File: config.mk
export PLATFORM = sky130hd
export DESIGN_NAME = gctl_top
export DESIGN_NICKNAME = d
export VERILOG_FILES = /design/src/rtl/gctl_pkg.sv /design/src/rtl/gctl_cycle_counter.sv /design/src/rtl/gctl_op_fsm.sv /design/src/rtl/gctl_fabric_port.sv /design/src/rtl/gctl_top.sv
export SDC_FILE = /design/constraint.sdc
export NUM_CORES = 1
export LEC_CHECK = 0
export ABC_AREA = 1
export BUFFER_PORTS_ARGS = -buffer_cell sky130_fd_sc_hd__buf_2
export CAP_MARGIN = 40
export CORE_MARGIN = 2
export CORE_UTILIZATION = 52
export CTS_CLUSTER_SIZE = 10
export DETAILED_ROUTE_END_ITERATION = 10
export PLACE_DENSITY = 0.81
export SLEW_MARGIN = 20
export SYNTH_ARGS = -nofsm -noshare
export SYNTH_HDL_FRONTEND = slang
export SYNTH_SLANG_ARGS = --single-unit
File: constraint.sdc
create_clock -name clk -period 2.2 [get_ports clk]
set_input_delay 0.33 -clock clk [delete_from_list [all_inputs] [get_ports clk]]
set_output_delay 0.33 -clock clk [all_outputs]
set_load 0.1 [all_outputs]
File: src/rtl/gctl_pkg.sv
package gctl_pkg;

    typedef enum logic [1:0] {
        OP_NONE = 2'b00,
        OP_WR   = 2'b01,
        OP_RD   = 2'b10,
        OP_SW   = 2'b11
    } gc_op_e;

    typedef enum logic [1:0] {
        GC_IDLE = 2'b00,
        GC_WR   = 2'b01,
        GC_RD   = 2'b10,
        GC_SW   = 2'b11
    } gc_state_e;

    // Maps a request opcode onto the busy state it starts.
    function automatic gc_state_e op_to_state(input logic [1:0] op);
        case (op)
            2'b01:   return GC_WR;
            2'b10:   return GC_RD;
            2'b11:   return GC_SW;
            default: return GC_IDLE;
        endcase
    endfunction

    // An opcode of none never starts an operation.
    function automatic logic op_is_real(input logic [1:0] op);
        return op != 2'b00;
    endfunction

endpackage

File: src/rtl/gctl_cycle_counter.sv
module gctl_cycle_counter #(
    parameter int DLY_W = 32
) (
    input  logic             clk,
    input  logic             rst,
    input  logic             load,
    input  logic [DLY_W-1:0] delay,
    output logic [DLY_W-1:0] cnt,
    output logic             cnt_zero
);
    localparam logic [DLY_W-1:0] ONE  = DLY_W'(1);
    localparam logic [DLY_W-1:0] ZERO = '0;

    logic [DLY_W-1:0] reload;

    // A zero budget loads zero, the same as a budget of one, so the load never wraps.
    always_comb begin
        if (delay == ZERO) reload = ZERO;
        else               reload = delay - ONE;
    end

    always_ff @(posedge clk) begin
        if (rst)              cnt <= ZERO;
        else if (load)        cnt <= reload;
        else if (cnt != ZERO) cnt <= cnt - ONE;
    end

    assign cnt_zero = (cnt == ZERO);


    count_step_chk: assert property (@(posedge clk) disable iff (rst)
        (!load && cnt != ZERO) |=> (cnt == $past(cnt) - ONE));


    no_underflow_chk: assert property (@(posedge clk) disable iff (rst)
        (!load && cnt == ZERO) |=> (cnt == ZERO));

endmodule

File: src/rtl/gctl_op_fsm.sv
module gctl_op_fsm
    import gctl_pkg::*;
(
    input  logic      clk,
    input  logic      rst,
    input  logic      req_valid,
    input  logic [1:0] req_op,
    input  logic      cnt_zero,
    output gc_state_e state,
    output logic      accept,
    output logic      done
);
    gc_state_e state_nx;

    assign accept = req_valid && (state == GC_IDLE) && op_is_real(req_op);
    assign done   = (state != GC_IDLE) && cnt_zero;

    always_comb begin
        state_nx = state;
        if (accept)    state_nx = op_to_state(req_op);
        else if (done) state_nx = GC_IDLE;
    end

    always_ff @(posedge clk) begin
        if (rst) state <= GC_IDLE;
        else     state <= state_nx;
    end


    busy_hold_chk: assert property (@(posedge clk) disable iff (rst)
        (state != GC_IDLE && !cnt_zero) |=> (state == $past(state)));


    finish_chk: assert property (@(posedge clk) disable iff (rst)
        (state != GC_IDLE && cnt_zero) |=> (state == GC_IDLE));

endmodule

File: src/rtl/gctl_fabric_port.sv
module gctl_fabric_port
    import gctl_pkg::*;
#(
    parameter int ADDR_W = 16,
    parameter int DATA_W = 32
) (
    input  logic              clk,
    input  logic              rst,
    input  gc_state_e         state,
    input  logic              accept,
    input  logic              done,
    input  logic [1:0]        req_op,
    input  logic [ADDR_W-1:0] req_addr,
    input  logic [DATA_W-1:0] req_wdata,
    input  logic [DATA_W-1:0] fab_rdata,
    output logic              fab_rd,
    output logic              fab_wr,
    output logic [ADDR_W-1:0] fab_addr,
    output logic [DATA_W-1:0] fab_wdata,
    output logic              clk_sel,
    output logic [DATA_W-1:0] rdata_q
);
    logic clk_target;

    // The strobes are registers of their own, set on acceptance and cleared on completion.
    always_ff @(posedge clk) begin
        if (rst) begin
            fab_wr <= 1'b0;
            fab_rd <= 1'b0;
        end else if (accept) begin
            fab_wr <= (req_op == OP_WR);
            fab_rd <= (req_op == OP_RD);
        end else if (done) begin
            fab_wr <= 1'b0;
            fab_rd <= 1'b0;
        end
    end

    always_ff @(posedge clk) begin
        if (rst) begin
            fab_addr   <= '0;
            fab_wdata  <= '0;
            clk_target <= 1'b0;
        end else if (accept) begin
            if (req_op != OP_SW) begin
                fab_addr  <= req_addr;
                fab_wdata <= req_wdata;
            end else begin
                clk_target <= req_wdata[0];
            end
        end
    end

    always_ff @(posedge clk) begin
        if (rst)                        clk_sel <= 1'b0;
        else if (done && state == GC_SW) clk_sel <= clk_target;
    end

    always_ff @(posedge clk) begin
        if (rst)                        rdata_q <= '0;
        else if (done && state == GC_RD) rdata_q <= fab_rdata;
    end


    wr_in_state_chk: assert property (@(posedge clk) disable iff (rst)
        fab_wr |-> (state == GC_WR));


    rd_in_state_chk: assert property (@(posedge clk) disable iff (rst)
        fab_rd |-> (state == GC_RD));


    strobe_excl_chk: assert property (@(posedge clk) disable iff (rst)
        $onehot0({fab_wr, fab_rd}));

endmodule

File: src/rtl/gctl_top.sv
module gctl_top
    import gctl_pkg::*;
#(
    parameter int ADDR_W = 16,
    parameter int DATA_W = 32,
    parameter int DLY_W  = 32
) (
    input  logic              clk,
    input  logic              rst,
    input  logic              req_valid,
    input  logic [1:0]        req_op,
    input  logic [DLY_W-1:0]  req_delay,
    input  logic [ADDR_W-1:0] req_addr,
    input  logic [DATA_W-1:0] req_wdata,
    input  logic [DATA_W-1:0] fab_rdata,
    output logic              ready,
    output logic              fab_rd,
    output logic              fab_wr,
    output logic [ADDR_W-1:0] fab_addr,
    output logic [DATA_W-1:0] fab_wdata,
    output logic              clk_sel,
    output logic [DATA_W-1:0] rdata_q
);
    gc_state_e        state;
    logic             accept;
    logic             done;
    logic             cnt_zero;
    logic [DLY_W-1:0] cnt;

    gctl_op_fsm u_fsm (
        .clk       (clk),
        .rst       (rst),
        .req_valid (req_valid),
        .req_op    (req_op),
        .cnt_zero  (cnt_zero),
        .state     (state),
        .accept    (accept),
        .done      (done)
    );

    gctl_cycle_counter #(.DLY_W(DLY_W)) u_cnt (
        .clk      (clk),
        .rst      (rst),
        .load     (accept),
        .delay    (req_delay),
        .cnt      (cnt),
        .cnt_zero (cnt_zero)
    );

    gctl_fabric_port #(.ADDR_W(ADDR_W), .DATA_W(DATA_W)) u_port (
        .clk       (clk),
        .rst       (rst),
        .state     (state),
        .accept    (accept),
        .done      (done),
        .req_op    (req_op),
        .req_addr  (req_addr),
        .req_wdata (req_wdata),
        .fab_rdata (fab_rdata),
        .fab_rd    (fab_rd),
        .fab_wr    (fab_wr),
        .fab_addr  (fab_addr),
        .fab_wdata (fab_wdata),
        .clk_sel   (clk_sel),
        .rdata_q   (rdata_q)
    );

    assign ready = (state == GC_IDLE);


    switch_quiet_chk: assert property (@(posedge clk) disable iff (rst)
        (state == GC_SW) |-> (!fab_wr && !fab_rd));


    sel_stable_chk: assert property (@(posedge clk) disable iff (rst)
        (state == GC_SW && cnt != '0) |=> $stable(clk_sel));


    idle_quiet_chk: assert property (@(posedge clk) disable iff (rst)
        ready |-> (!fab_wr && !fab_rd));

endmodule

After elaboration in Yosys (flattened, before gate mapping) --
Index checks and enable logic that the tools add are counted.
Cells by class: reductions and logical operators 15, eq/ne operators 6, add/subtract/negate cells 2, multiplexer cells 9, bitwise gates (word level) 1
Operator list (number):
- two-way mux 32 bit | 3
- zero test 32 bit | 2
- subtractor 32 x 1 -> 32 bit, second input constant | 2
- nonzero test 32 bit | 1
- == test 2 bit, second input constant | 4
- nonzero test 2 bit | 4
- one-hot mux 2 bit (3 select lines) | 1
- logical AND 1 bit | 5
- two-way mux 2 bit | 2
- AND reduction 2 bit | 2
- two-way mux 1 bit | 3
- == test 2 x 1 -> 1 bit, second input constant | 1
- zero test 2 bit | 1
- inequality test 2 bit, second input constant | 1
- NOT 1 bit | 1
Word-level totals: bits in registers 118, input port bits 117, output and inout port bits 84

Longest topological paths before layout --
Gate-level depths: netlist of the first run.
depth after elaboration 4, mapped depth 12

By module --
From an unflattened synthesis of the first run, not the netlist that was laid out.
Unflattened totals: cells, all modules 1057, area, all modules 6681.4 sq um
Modules (own cells, without submodules):
- gctl_fabric_port | sequential area each 1681.6 sq um, cells an instance 445, area an instance 3301.9 sq um, times used 1
- gctl_cycle_counter | sequential area each 640.6 sq um, cells an instance 596, area an instance 3273.1 sq um, times used 1
- gctl_op_fsm | sequential area each 40.0 sq um, cells an instance 15, area an instance 102.6 sq um, times used 1
- gctl_top | sequential area each 0.0 sq um, cells an instance 1, area an instance 3.8 sq um, times used 1

Worst setup path after synthesis of the first run --
Ideal clock, no wire load.
path type register to register, start reg u_fsm.state[1], end reg u_port.fab_addr[0], data required time 2082 ps, arrival time 1851 ps, stages on the path, launching flop included 11, slack 231 ps, path buffers 2, cells stage by stage dfxtp_1 -> nor2_4 -> nand2_2 -> a21oi_4 -> inv_2 -> nor2_4 -> inv_2 -> buf_6 -> buf_6 -> nor2_1 -> nor2_1
Between the ends: longest elaborated chain between the ends 4
RTL lines:
- from (decl) | line gctl_op_fsm.sv:9 | output gc_state_e state,
- from (signal assigned) | line gctl_op_fsm.sv:26 | else state <= state_nx;
- zero test 2 bit
- via ready | line gctl_top.sv:16 | output logic ready,
- logical AND 1 bit (2 in series) | line gctl_op_fsm.sv:15 | assign accept = req_valid && (state == GC_IDLE) && op_is_real(req_op);
- AND reduction 2 bit (no source line)
- to (signal assigned) | line gctl_fabric_port.sv:46 | fab_addr <= req_addr;
- to (decl) | line gctl_fabric_port.sv:18 | output logic [ADDR_W-1:0] fab_addr,
The timed path passes the listed nets, and every way through them passes these cells. A chain may end at the register's enable or synchronous reset.

Final worst setup path of the first run --
start reg u_cnt.cnt[25], end reg u_cnt.cnt[23]
Between the ends: longest elaborated chain between the ends 2
RTL lines:
- from (decl) | line gctl_cycle_counter.sv:8 | output logic [DLY_W-1:0] cnt,
- from (signal assigned) | line gctl_cycle_counter.sv:24 | else if (load) cnt <= reload;
- from (signal assigned) | line gctl_cycle_counter.sv:25 | else if (cnt != ZERO) cnt <= cnt - ONE;
- nonzero test 32 bit | line gctl_cycle_counter.sv:25
- nonzero test 2 bit (no source line)
Every way passes these cells.

==> results of run 1 <==
[cell families (layout without fill, tap and decap cells)]
logic type | Yosys count | in the layout | synth area share, %
fa+ha+maj | 3 | 3 | 0.594
simple gates | 561 | 561 | 36.7
buf+inv | 110 | 319 | 8.41
compound gates | 170 | 170 | 14.1
xor+xnor | 21 | 21 | 2.91
flops | 118 | 118 | 37.4
[critical path, stage by stage, from the launching register on]
cell                      delay, ps
sky130_fd_sc_hd__dfxtp_1        360
sky130_fd_sc_hd__inv_1          130
sky130_fd_sc_hd__nand2_1         70
sky130_fd_sc_hd__nor2_1         170
sky130_fd_sc_hd__nand2_1         70
sky130_fd_sc_hd__nor3_1         290
sky130_fd_sc_hd__nand3_1        200
sky130_fd_sc_hd__nand2_2        340
sky130_fd_sc_hd__inv_1          120
sky130_fd_sc_hd__nand2_1         90
sky130_fd_sc_hd__nand2_1         40
[cell type report]
class / count / area [µm²]
Clock buffer: 18 / 439
Clock inverter: 14 / 150
Fill cell: 1055 / 3990
Inverter: 70 / 263
Multi-Input combinational cell: 755 / 3430
Sequential cell: 118 / 2360
Tap cell: 147 / 184
Timing Repair Buffer: 217 / 1140
[metrics by stage]
step           hold slack (ps)  cells  power (µW)
3_3_place_gp               451   1307        4640
2_1_floorplan              440    983        4150
6_report                   130   1339        7420
5_1_grt                    128   1339        7770
3_5_place_dp               465   1307        4660
4_1_cts                    126   1339        7400
[worst min path at each step]
stage / endpoint / cells past startpoint / slack (ps) / from
after global routing: u_port.fab_wdata[11]$_SDFFE_PP0P_ / 3 / 130 / req_wdata[11]
after CTS: u_port.fab_wdata[12]$_SDFFE_PP0P_ / 3 / 130 / req_wdata[12]
after floorplan: u_port.clk_target$_SDFFE_PP0P_ / 2 / 440 / u_port.clk_target$_SDFFE_PP0P_
final: u_port.fab_addr[4]$_SDFFE_PP0P_ / 3 / 130 / req_addr[4]
after detailed placement: u_port.rdata_q[29]$_SDFFE_PP0P_ / 2 / 470 / u_port.rdata_q[29]$_SDFFE_PP0P_
after global placement: u_port.clk_sel$_SDFFE_PP0P_ / 2 / 450 / u_port.clk_sel$_SDFFE_PP0P_
[layout by cell type, fill, tap and decap left out, drive strengths merged, types with 17 or more instances in the layout]
cell      n
nor2    285
inv      73
nand3    49
buf     217
o21ai   108
nand4    17
dfxtp   118
nand2   193
a21oi    49
clkbuf   18
[registers in the layout, indices dropped and copies added, names as in the netlist]
register,cells
u_port.fab_rd,1
u_cnt.cnt,32
u_port.clk_sel,1
u_port.rdata_q,32
u_port.fab_wr,1
u_port.fab_wdata,32
u_fsm.state,2
u_port.clk_target,1
u_port.fab_addr,16
[where the power goes]
part           switching [µW]  internal [µW]  total, µW
combinational            1650            568       2220
clock                    1050           1700       2750
sequential                138           2310       2450
total                    2840           4580       7420
[layer usage]
metal / vias up / share of wire, % / wire, µm
met5: - / 0 / 0
li1: 3545 / - / -
met4: 0 / 2.5 / 478
met1: 3203 / 43 / 8220
met2: 296 / 48 / 9140
met3: 41 / 7.0 / 1350
==> summary by stage, run 1 <==
Run
Max-cap violations in this run came to 0.

Yosys
The cell area after synthesis is 6320 µm². Yosys mapped a number of flops with a built-in enable equal to 0. The proportion of netlist area held by the largest area contributor is 37.4%. After synthesis, the netlist uses 29 different library cells.

The synthesized design contains between 100 and 150 register bits. The biggest area contributor in the post-synthesis netlist is sky130_fd_sc_hd__dfxtp_1. In the synthesized netlist the async set-or-reset flop fraction comes to 0%. A synthesized cell averages 6.43 µm². Yosys attributes the largest share of cell area to sky130_fd_sc_hd__dfxtp_1 37%, sky130_fd_sc_hd__nor2_1 16%, sky130_fd_sc_hd__nand2_1 11%. Synthesis produced a netlist whose cell count is 983. The dominant register cell in the synthesized netlist is sky130_fd_sc_hd__dfxtp_1. The cell with the most instances after synthesis is sky130_fd_sc_hd__nor2_1.

For this run, the register share of the synthesized area comes to a little under two fifths. The number of nets in the synthesized netlist is roughly 1.1k. The count of synthesis-stage warnings from yosys is 0. By count the netlist is led by 269 x sky130_fd_sc_hd__nor2_1, 189 x sky130_fd_sc_hd__nand2_1, 118 x sky130_fd_sc_hd__dfxtp_1.

Timing
In the final timing run, aggregate negative setup slack is 0 ps. Counting I/O delays and the setup requirement, the final critical path takes 1990 ps. The maximum clock skew at final layout is 7.74 ps. The relative max-transition margin is around 47%.

Timing would allow up to 0.502 GHz. The final hold violation count is 0. Setup repair after global routing left no endpoint under its margin. Setup violations remaining at the end of the flow were counted as 0. The final count of pins violating max slew is 0. The worst setup slack after layout is 207 ps.

The share of the clock period used by the worst path is between 90% and 100%. For the pin with the worst max-slew slack, the measured transition is 795 ps.

Critical path
In this run the critical register-to-register path is captured at u_cnt.cnt[23]$_SDFFE_PP0P_. The worst register-to-register path has a depth of 10. The data required time at the worst endpoint is around 2500 ps. The data arrival time of the worst path is 2300 ps.

The kind of start point of the critical path is a register. The most critical setup path has its startpoint at u_cnt.cnt[25]$_SDFFE_PP0P_. The critical path ends at u_cnt.cnt[23]$_SDFFE_PP0P_. The maximum net fanout on the critical path is 18. The source of the worst register-to-register timing path is u_cnt.cnt[25]$_SDFFE_PP0P_. The worst setup path is captured at a register. Across all register-to-register paths, the minimum setup slack is 210 ps. The critical setup path kind is register to register.

Global route
The initial antenna violation count came to 0. The overall global routing resource usage is 29.1%. The global-route wire length before repair is 30400 µm. Global routing finished with a remaining overflow of 0. The number of global-route vias before repair is 6451. The peak-usage layer in the global routing report is met2. The met2 layer usage reported by global route is 48.1%. The met3 routing resource usage after global routing is 5.88%. The pin count of the biggest net entering global routing is 51. The global-route met1 utilization is about two fifths.

Cells and area
The post-route netlist has 23.2% of its cells at a drive strength greater than 1. The final-stage net count is 1299. The antenna diode count is 0.

The post-route standard cell area excluding fillers is 7970 µm². Relative to the synthesized area, the layout overhead comes to 26.1%. For this run, the share of the core covered by cells in the final layout is 66.6%.

CTS
Post-CTS timing repair inserted 0 buffers for setup. The clock passes through at most 2 buffers. Clock tree synthesis inserted a total of 17 buffers.

The clock-pin slew of the registers on the worst-case setup and hold paths is 60 ps. TritonCTS built the clock tree. The number of gates resized after CTS is 0. The clock sink count is between 100 and 150.

The clock root buffer is sky130_fd_sc_hd__clkbuf_16. The number of buffers added to fix hold violations after cts is 0. For the worst-skew pair, the clock arrives at the later sink with an insertion delay of approximately 420 ps.

The maximum level of the CTS H-tree is 4.

Detailed routing
The post-route DRC violation count is 0. For this run, the detailed router's first-pass iteration total came to 7. The routed wire length is about 19000 µm. Using the TritonRoute via totals, the vias-per-cell ratio works out to 5.29. The violation count after the first detailed-routing iteration is 615. After detailed routing, the average wire length per cell comes to 14.3 µm. The remaining number of nets flagged by the antenna check after routing is 0. The total number of vias is 7085.

Worst hold path
The tightest min-delay check is of the input port to register type.

Place
During placement, the flow inserted port buffers numbering 200. The worst slack at placement is 241 ps. Routability-driven placement finished with a final weighted congestion of 0.989.

The HPWL after detailed placement is 14200 µm. The cell area after placement is 7380 µm².

Floorplanning
In this run the horizontal extent of the chip is between 100 and 150 µm. The initial cell density of the core is around 53%. The area enclosed by the die boundary is 13100 µm². The area of the core is 12000 µm². The floorplan step set the die height to 114 µm.

The number of top-level pins is 201. The initialized floorplan defines 40 standard-cell rows.

Status
The run finished with clean final reports.

Power
The worst-case IR drop observed on VDD is ~0.67 mV. The power density relative to cell area is 931 nW/µm². The leakage power of the design is 0.00391 µW.
(Power assumes the default switching activity.)
==> run 2: changes to the inputs <==
Settings changed: SYNTH_HIERARCHICAL from default to 1.
==> summary by stage, run 2 <==
Critical path
The kind of start point of the critical path is a register. The data required time at the worst endpoint is 2510 ps. The reg-to-reg critical path endpoint is u_port/rdata_q[0]$_SDFFE_PP0P_.

For the worst flop-to-flop path, the logic depth is 13. The source of the worst register-to-register timing path is u_cnt/cnt[24]$_SDFFE_PP0P_. The largest delay contributor family on the critical path is simple AND/OR/NAND/NOR gates. The most critical setup path has its endpoint at u_port/rdata_q[0]$_SDFFE_PP0P_. The critical path runs through a total of 13 cells.

The combined buffer and inverter count along the critical path is 4. The critical path starts at u_cnt/cnt[24]$_SDFFE_PP0P_. The data arrival time of the worst path is 2320 ps.

In this run the register-to-register setup slack is 190 ps. In this run the worst path has a maximum fanout of 64. The capturing element type of the critical path is a register. The peak per-stage delay on the critical path is 340 ps. The critical setup path kind is register to register. The critical path goes through nor2_1 -> nand2_1 -> inv_1 -> nand2_1 -> nor2_2 -> nand3_2 -> inv_1 -> inv_1 -> nor2_4 -> nand3_2 -> buf_12 -> nor2_1 -> nor2_1. The largest individual stage delay along the critical path comes from the cell sky130_fd_sc_hd__dfxtp_1.

CTS
At the later pin of the worst-skew pair, clock insertion delay measures 420 ps. The clock tree from TritonCTS is yes. The clock sink count is between 100 and 150. The clock root buffer is sky130_fd_sc_hd__clkbuf_16.

The H-tree was split into 4 levels. The clock-pin slew of the registers on the worst-case setup and hold paths is 60 ps. Counting the buffers created by CTS gives 17. The post-CTS setup buffer count is 0. The worst-case clock buffer depth is 2.

Cells and area
The post-route standard cell area excluding fillers is 8560 µm². The count of cells in the finished layout, fillers not included, comes to 1441. The area growth from synthesis to layout is 28.2%. Once layout is complete, the utilization of the core stands at 68.1%. The library cells used most frequently in the layout, excluding fill and tap cells, are 271 x sky130_fd_sc_hd__nand2_1, 215 x sky130_fd_sc_hd__nor2_1, 200 x sky130_fd_sc_hd__buf_2.

The fraction of layout cells with a size suffix above 1 is 24.8%. In the final layout, the registers with the most flip-flops are u_cnt/cnt x32, u_port/fab_wdata x32, u_port/rdata_q x32. After the last flow step, the layout net total stands at between 1k and 1.5k.

The most common cell after layout, fill and taps aside is sky130_fd_sc_hd__nand2_1.

Global route
The number of global-route vias before repair is 6777. The total overflow reported by the global router is 0. The first global-routing pass estimated approximately 32000 µm of wire.

The initial antenna violation count is 1. The overall global routing resource usage is 28.2%. The pin count of the biggest net entering global routing is 65.

Yosys
Summed over all instances, the cell type with the most area after synthesis is sky130_fd_sc_hd__dfxtp_1. After synthesis, the share of flip-flops with an asynchronous set or reset is 0%. Synthesis handed over a netlist of 1057 instances. Counting distinct cell types in the post-synthesis netlist gives 35.

The number of flops mapped to enable cells by yosys is 0. The synthesized netlist net count is 1177. The count of synthesis-stage warnings from yosys is 6. The dominant register cell in the synthesized netlist is sky130_fd_sc_hd__dfxtp_1. Counting flops and latches in the post-synthesis netlist gives 118. The cell with the most instances after synthesis is sky130_fd_sc_hd__nand2_1. Summing the sequential cell areas from Yosys gives 35.4% of the chip area. In this run the cell area of the synthesized design comes to 6680 µm². Ranked by total cell area, the synthesized netlist is headed by sky130_fd_sc_hd__dfxtp_1 35%, sky130_fd_sc_hd__nand2_1 15%, sky130_fd_sc_hd__nor2_1 12%.

In this run the mean area of a mapped cell was between 6 and 7 µm². Counting instances in the post-synthesis netlist gives the leading cell types as 271 x sky130_fd_sc_hd__nand2_1, 218 x sky130_fd_sc_hd__nor2_1, 118 x sky130_fd_sc_hd__dfxtp_1. The synthesized design devotes to its leading area cell type 35.4% of total area.

Status
The flow ran to the end, and the final reports show no timing, DRC or antenna violations.

Detailed routing
For this block, the via count after detailed routing is between 7k and 8k. After detailed routing, the total wire length is 19800 µm. In the routed design, unresolved DRC markers number 0. The detail-routed via count per cell is 5.07.

The mean routed wirelength per cell is 13.7 µm. The pre-antenna-repair detailed-routing pass consisted of 7 iterations. The violation count after the first detailed-routing iteration is 741. Once detail routing completed, the nets flagged for antenna violations numbered 0.

Floorplanning
In this run the horizontal extent of the chip is ~120 µm. The total number of placement rows is 41. The number of top-level pins is between 200 and 250.

The y dimension of the die is 117 µm. The area enclosed by the die boundary is 13800 µm². The area of the core is around 13000 µm². Once the floorplan was initialized, standard cells occupied 53.2% of the core.

Place
The count of port buffers added during placement is 200. Summed over all nets, the half-perimeter wirelength after detailed placement is between 10000 and 15000 µm. The routability congestion estimate is 0.993.

The number of placed instances, taps included, is about 1.4k. Prior to clock tree synthesis, the placed netlist has a worst setup slack of between 70 and 80 ps. In this run the cell area measured after placement is around 8000 µm².

Timing
Dividing the final minimum period by the clock period gives 91.2%. On the final layout, the worst clock skew is 9.24 ps. The final hold violation count is 0. In this run the tightest slew margin relative to its limit is between 60% and 70%.

The transition time at the pin with the least slew margin is about 530 ps. Setup repair after global routing left no endpoint under its margin. The final count of pins violating max slew is 0. The final count of negative-setup-slack endpoints is 0. The timing-limited maximum frequency is 0.498 GHz.

Setup slack closes at 193 ps. Subtracting the final worst setup slack from the clock period gives 2010 ps.

Worst hold path
The path category of the worst min-delay check is input port to register.

Run
The count of maximum capacitance violations is 0.

Power
IR analysis of the VDD net gives a maximum drop of roughly 0.50 mV. For this design the static power due to leakage is 0.00434 µW. Power spread over the standard cell area amounts to a little under 900 nW/µm².
-- run 2: cell count changes after synthesis, sizes merged, moves of 3 or more --
cell    change
nor3        -4
nand4       -3
buf         +7
and2        -3
clkbuf      -6
nand2      +97
nand3      +60
o21bai      +3
nor2       -50
o21ai      -88
inv        +41
a21oi      +17
-- run 2: worst reg2reg max path, cell delays in order, from the launching register on --
cell                      delay, ps
sky130_fd_sc_hd__dfxtp_1        340
sky130_fd_sc_hd__nor2_1         170
sky130_fd_sc_hd__nand2_1        110
sky130_fd_sc_hd__inv_1          100
sky130_fd_sc_hd__nand2_1         80
sky130_fd_sc_hd__nor2_2         130
sky130_fd_sc_hd__nand3_2        120
sky130_fd_sc_hd__inv_1           90
sky130_fd_sc_hd__inv_1           80
sky130_fd_sc_hd__nor2_4         140
sky130_fd_sc_hd__nand3_2        100
sky130_fd_sc_hd__buf_12         200
sky130_fd_sc_hd__nor2_1         180
sky130_fd_sc_hd__nor2_1          70
-- run 2: cell families (layout without fill, tap and decap cells) --
family                   count (synthesis)  count (layout)  share of synthesized area [%]
AND/OR/NAND/NOR                        660             660                           42.5
buffers and inverters                  153             364                           9.87
flip-flops                             118             118                           35.4
AO/OA/AOI/OAI                          102             102                           9.01
XOR/XNOR                                21              21                           2.75
adder cells (fa/ha/maj)                  3               3                          0.562
other                                    0               1                              0
-- run 2: layer usage --
layer  track usage [%]  vias to the layer above  wire length, µm
met1              33.3                     3246             8350
li1                  -                     3716                -
met2              47.6                      284             9380
met3              7.05                       61             1320
met4              13.9                        0              723
met5                 0                        -                0
-- run 2: area by class of cell --
class / count / area (µm²)
Fill cell: 1079 / 4010
Antenna cell: 1 / 2.50
Clock buffer: 18 / 429
Inverter: 112 / 420
Tap cell: 172 / 215
Timing Repair Buffer: 220 / 1210
Clock inverter: 14 / 248
Multi-Input combinational cell: 786 / 3680
Sequential cell: 118 / 2360
-- run 2: timing repair --
item / 4_1_cts / 5_1_grt
endpoints found under the setup margin: 0 / 32
gates resized for setup: 0 / 5
hold buffers: 0 / 0
-- run 2: worst min path at each step --
stage	start	endpoint	depth (start not counted)
after floorplan	rst	u_fsm/state[0]$_SDFFE_PP0P_	1
after global placement	u_port/fab_wdata[19]$_SDFFE_PP0P_	u_port/fab_wdata[19]$_SDFFE_PP0P_	2
after detailed placement	u_port/fab_addr[4]$_SDFFE_PP0P_	u_port/fab_addr[4]$_SDFFE_PP0P_	2
after CTS	fab_rdata[23]	u_port/rdata_q[23]$_SDFFE_PP0P_	3
after global routing	fab_rdata[29]	u_port/rdata_q[29]$_SDFFE_PP0P_	3
final	fab_rdata[26]	u_port/rdata_q[26]$_SDFFE_PP0P_	3
-- run 2: power by group --
group | internal, µW | leakage, µW | switching [µW] | total (µW)
clock network | 2130 | 0.000321 | 1040 | 3170
logic | 582 | 0.00305 | 1460 | 2040
registers | 2280 | 0.000962 | 127 | 2410
total | 5000 | 0.00434 | 2620 | 7620
-- run 2: metrics by stage --
stage               TNS, ps  hold slack, ps  power, µW
floorplan                 0             399       3970
global placement      -2400             446       4400
detailed placement        0             450       4420
CTS                       0             119       7590
global route              0             123       7950
finish                    0             127       7620
==> run 3: changes to the inputs <==
Settings changed: PLACE_DENSITY 0.81 to 0.91.
==> summary by stage, run 3 (synthesis gave the netlist of run 2 again) <==
Timing
The timing-limited maximum frequency is 0.470 GHz. The final setup TNS is 0 ps. After layout, the worst path uses 96.7% of the clock period. Final hold analysis gives a worst-case slack of 138 ps. The final count of pins violating max slew was 0. The post-route minimum period is 2130 ps. On the final layout, the worst clock skew is 10.8 ps. The transition time at the pin with the least slew margin is 742 ps. The final hold violation count was 0. Headroom to the max-slew limit came out at 50.5%. Setup violations remaining at the end of the flow were counted as 0.

CTS
The insertion delay of the later-clocked pin in the worst-skew pair is 420 ps. Clock tree synthesis found a total of 118 sinks. Clock tree synthesis inserted a total of 17 buffers. After clock tree synthesis, the repair step resized 0 gates. TritonCTS built the clock tree. The worst-case clock buffer depth is 2. The clock-pin slew of the registers on the worst-case setup and hold paths is 60 ps. After clock tree synthesis, the setup repair step added 0 buffers.

In this run the clock root is driven by a sky130_fd_sc_hd__clkbuf_16. The maximum level of the CTS H-tree is 4. In this run, post-CTS hold repair placed 0 buffers.

Global route
The global-route wire length before repair is 32800 µm. The number of global-route vias before repair is a little under 7k. The total overflow reported by the global router is 0. Entering global routing, the biggest net connects 65 pins. The initial antenna violation count came to 0. The overall global routing resource usage is between 20% and 30%.

Critical path
The critical path goes through nor2_2 -> nand2_2 -> inv_1 -> nand2_1 -> nor2_1 -> nand3_2 -> inv_1 -> inv_1 -> nor2_4 -> nand3_4 -> clkbuf_16 -> nor2_1 -> nor2_1. The combined buffer and inverter count along the critical path is 4. The capturing element type of the critical path is a register. The critical setup path kind is register to register.

Along the worst path, the maximum fanout reaches 32. The worst register-to-register path ends at u_port/rdata_q[15]$_SDFFE_PP0P_. The worst reg-to-reg setup slack is about 72 ps. The largest delay contributor family on the critical path is simple AND/OR/NAND/NOR gates. The largest single stage delay on the critical path is 340 ps. The data required time at the worst endpoint is 2500 ps. The startpoint identified for the worst register-to-register timing path is u_cnt/cnt[25]$_SDFFE_PP0P_. STA puts the critical path data arrival time at around 2400 ps. STA classifies the critical path startpoint as a register. Counting cells, the worst reg-to-reg path comes to 13. The slowest stage of the critical path belongs to the cell sky130_fd_sc_hd__dfxtp_1.

Place
During placement, the flow inserted port buffers numbering 200. Including well taps, the total number of placed cells is 1416. Summed over all nets, the half-perimeter wirelength after detailed placement is approximately 15000 µm. The routability congestion estimate is 0.980.

Power
The leakage power of the design is around 0.0044 µW. The power density relative to cell area is 836 nW/µm². The total power of the final layout is 7170 µW. Across the VDD grid, the largest voltage drop is 0.646 mV.

Floorplanning
After floorplanning, the core was sized to cover 12600 µm². The initial cell density of the core is 53.2%. The die is 117 µm tall. The floorplan step defined a die boundary enclosing 13800 µm². Measured along the x axis, the die boundary spans 117 µm. Pin placement for this block handled 201 I/O pins. The initialized floorplan defines 41 standard-cell rows.

Cells and area
The antenna diode count is 0. Leaving out fill and tap cells, the most frequent cell in the layout is sky130_fd_sc_hd__nand2_1. Fill cells in the final layout number 1001. The largest registers in the layout are u_cnt/cnt x32, u_port/fab_wdata x32, u_port/rdata_q x32.

The area growth from synthesis to layout is 28.4%. Of the cells placed in the final design, the portion with a size suffix greater than 1 is 25.6%. Measured on the finished design, the core utilization comes to 68.2%.

The count of cells in the finished layout, fillers not included, comes to 1450. The final-stage net count is 1385. The top cell types in the final layout, fill and taps aside, are 270 x sky130_fd_sc_hd__nand2_1, 215 x sky130_fd_sc_hd__nor2_1, 200 x sky130_fd_sc_hd__buf_2.

Detailed routing
Dividing the detail-routed via count by the number of cells gives 5.23. The final route contains 7581 vias. In the routed design, unresolved DRC markers number 0. Wires add up to 21100 µm. Once detail routing completed, the nets flagged for antenna violations numbered 0. The detailed-router iteration count before antenna repair is 6. The mean routed wirelength per cell is 14.6 µm. The violation count after the first detailed-routing iteration is 850.

Worst hold path
The path category of the worst min-delay check is input port to register. The worst hold path endpoint is u_port/rdata_q[10]$_SDFFE_PP0P_. The worst hold path begins at fab_rdata[10]. Counting instances, the worst hold path has a depth of 3.

Run
The count of maximum capacitance violations is 0.

Status
The flow ran to the end, and the final reports show no timing, DRC or antenna violations.
run 3: changes by cell type in the layout (fill, tap and decap cells not counted), moves of 2 or more:
cell	previous run	this run
sky130_fd_sc_hd__clkinv_2	0	3
sky130_fd_sc_hd__buf_4	14	23
sky130_fd_sc_hd__clkbuf_16	17	19
sky130_fd_sc_hd__clkbuf_8	0	2
sky130_fd_sc_hd__bufinv_16	6	1
sky130_fd_sc_hd__clkinv_4	4	2
sky130_fd_sc_hd__inv_6	2	4
run 3: worst max-delay path by stage:
stage | startpoint | cells past startpoint | slack [ps] | end
finish | u_cnt/cnt[25]$_SDFFE_PP0P_ | 13 | 70 | u_port/rdata_q[15]$_SDFFE_PP0P_
global route | u_cnt/cnt[25]$_SDFFE_PP0P_ | 14 | -50 | u_port/rdata_q[25]$_SDFFE_PP0P_
CTS | u_cnt/cnt[21]$_SDFFE_PP0P_ | 14 | 50 | u_port/rdata_q[25]$_SDFFE_PP0P_
detailed placement | req_op[1] | 9 | -50 | u_port/fab_wdata[4]$_SDFFE_PP0P_
global placement | req_delay[0] | 10 | -130 | u_cnt/cnt[5]$_SDFFE_PP0P_
floorplan | u_fsm/state[1]$_SDFFE_PP0P_ | 1 | 260 | ready
run 3: worst reg2reg max path: cells and delay by family, from the launching register on:
kind	cells	cell delay [ps]
flops	1	340
buf+inv	4	520
simple gates	9	1170
run 3: per-layer routing:
metal	global-route usage [%]	vias up	wire length [µm]
li1	-	3730	-
met1	34.0	3436	8580
met2	51.7	361	10400
met3	4.67	54	1500
met4	13.1	0	608
met5	0	-	0
run 3: per-stage QoR:
step | setup WS, ps | cell area, µm²
6_report | 71.9 | 8580
5_1_grt | -49.7 | 8580
4_1_cts | 46.8 | 8490
3_5_place_dp | -48.8 | 7920
3_3_place_gp | -133 | 7920
2_1_floorplan | 258 | 6680
run 3: area by class of cell:
class,instances,area [µm²],share of cell area (%)
Sequential cell,118,2360,27.5
Timing Repair Buffer,230,1320,15.3
Inverter,112,420,4.90
Tap cell,172,215,2.51
Multi-Input combinational cell,786,3690,43.0
Clock buffer,19,453,5.28
Clock inverter,13,120,1.40
run 3: power breakdown:
part	total (µW)	switching (µW)	internal, µW
clock network	2670	1040	1620
logic	2090	1490	601
registers	2410	127	2280
total	7170	2660	4510
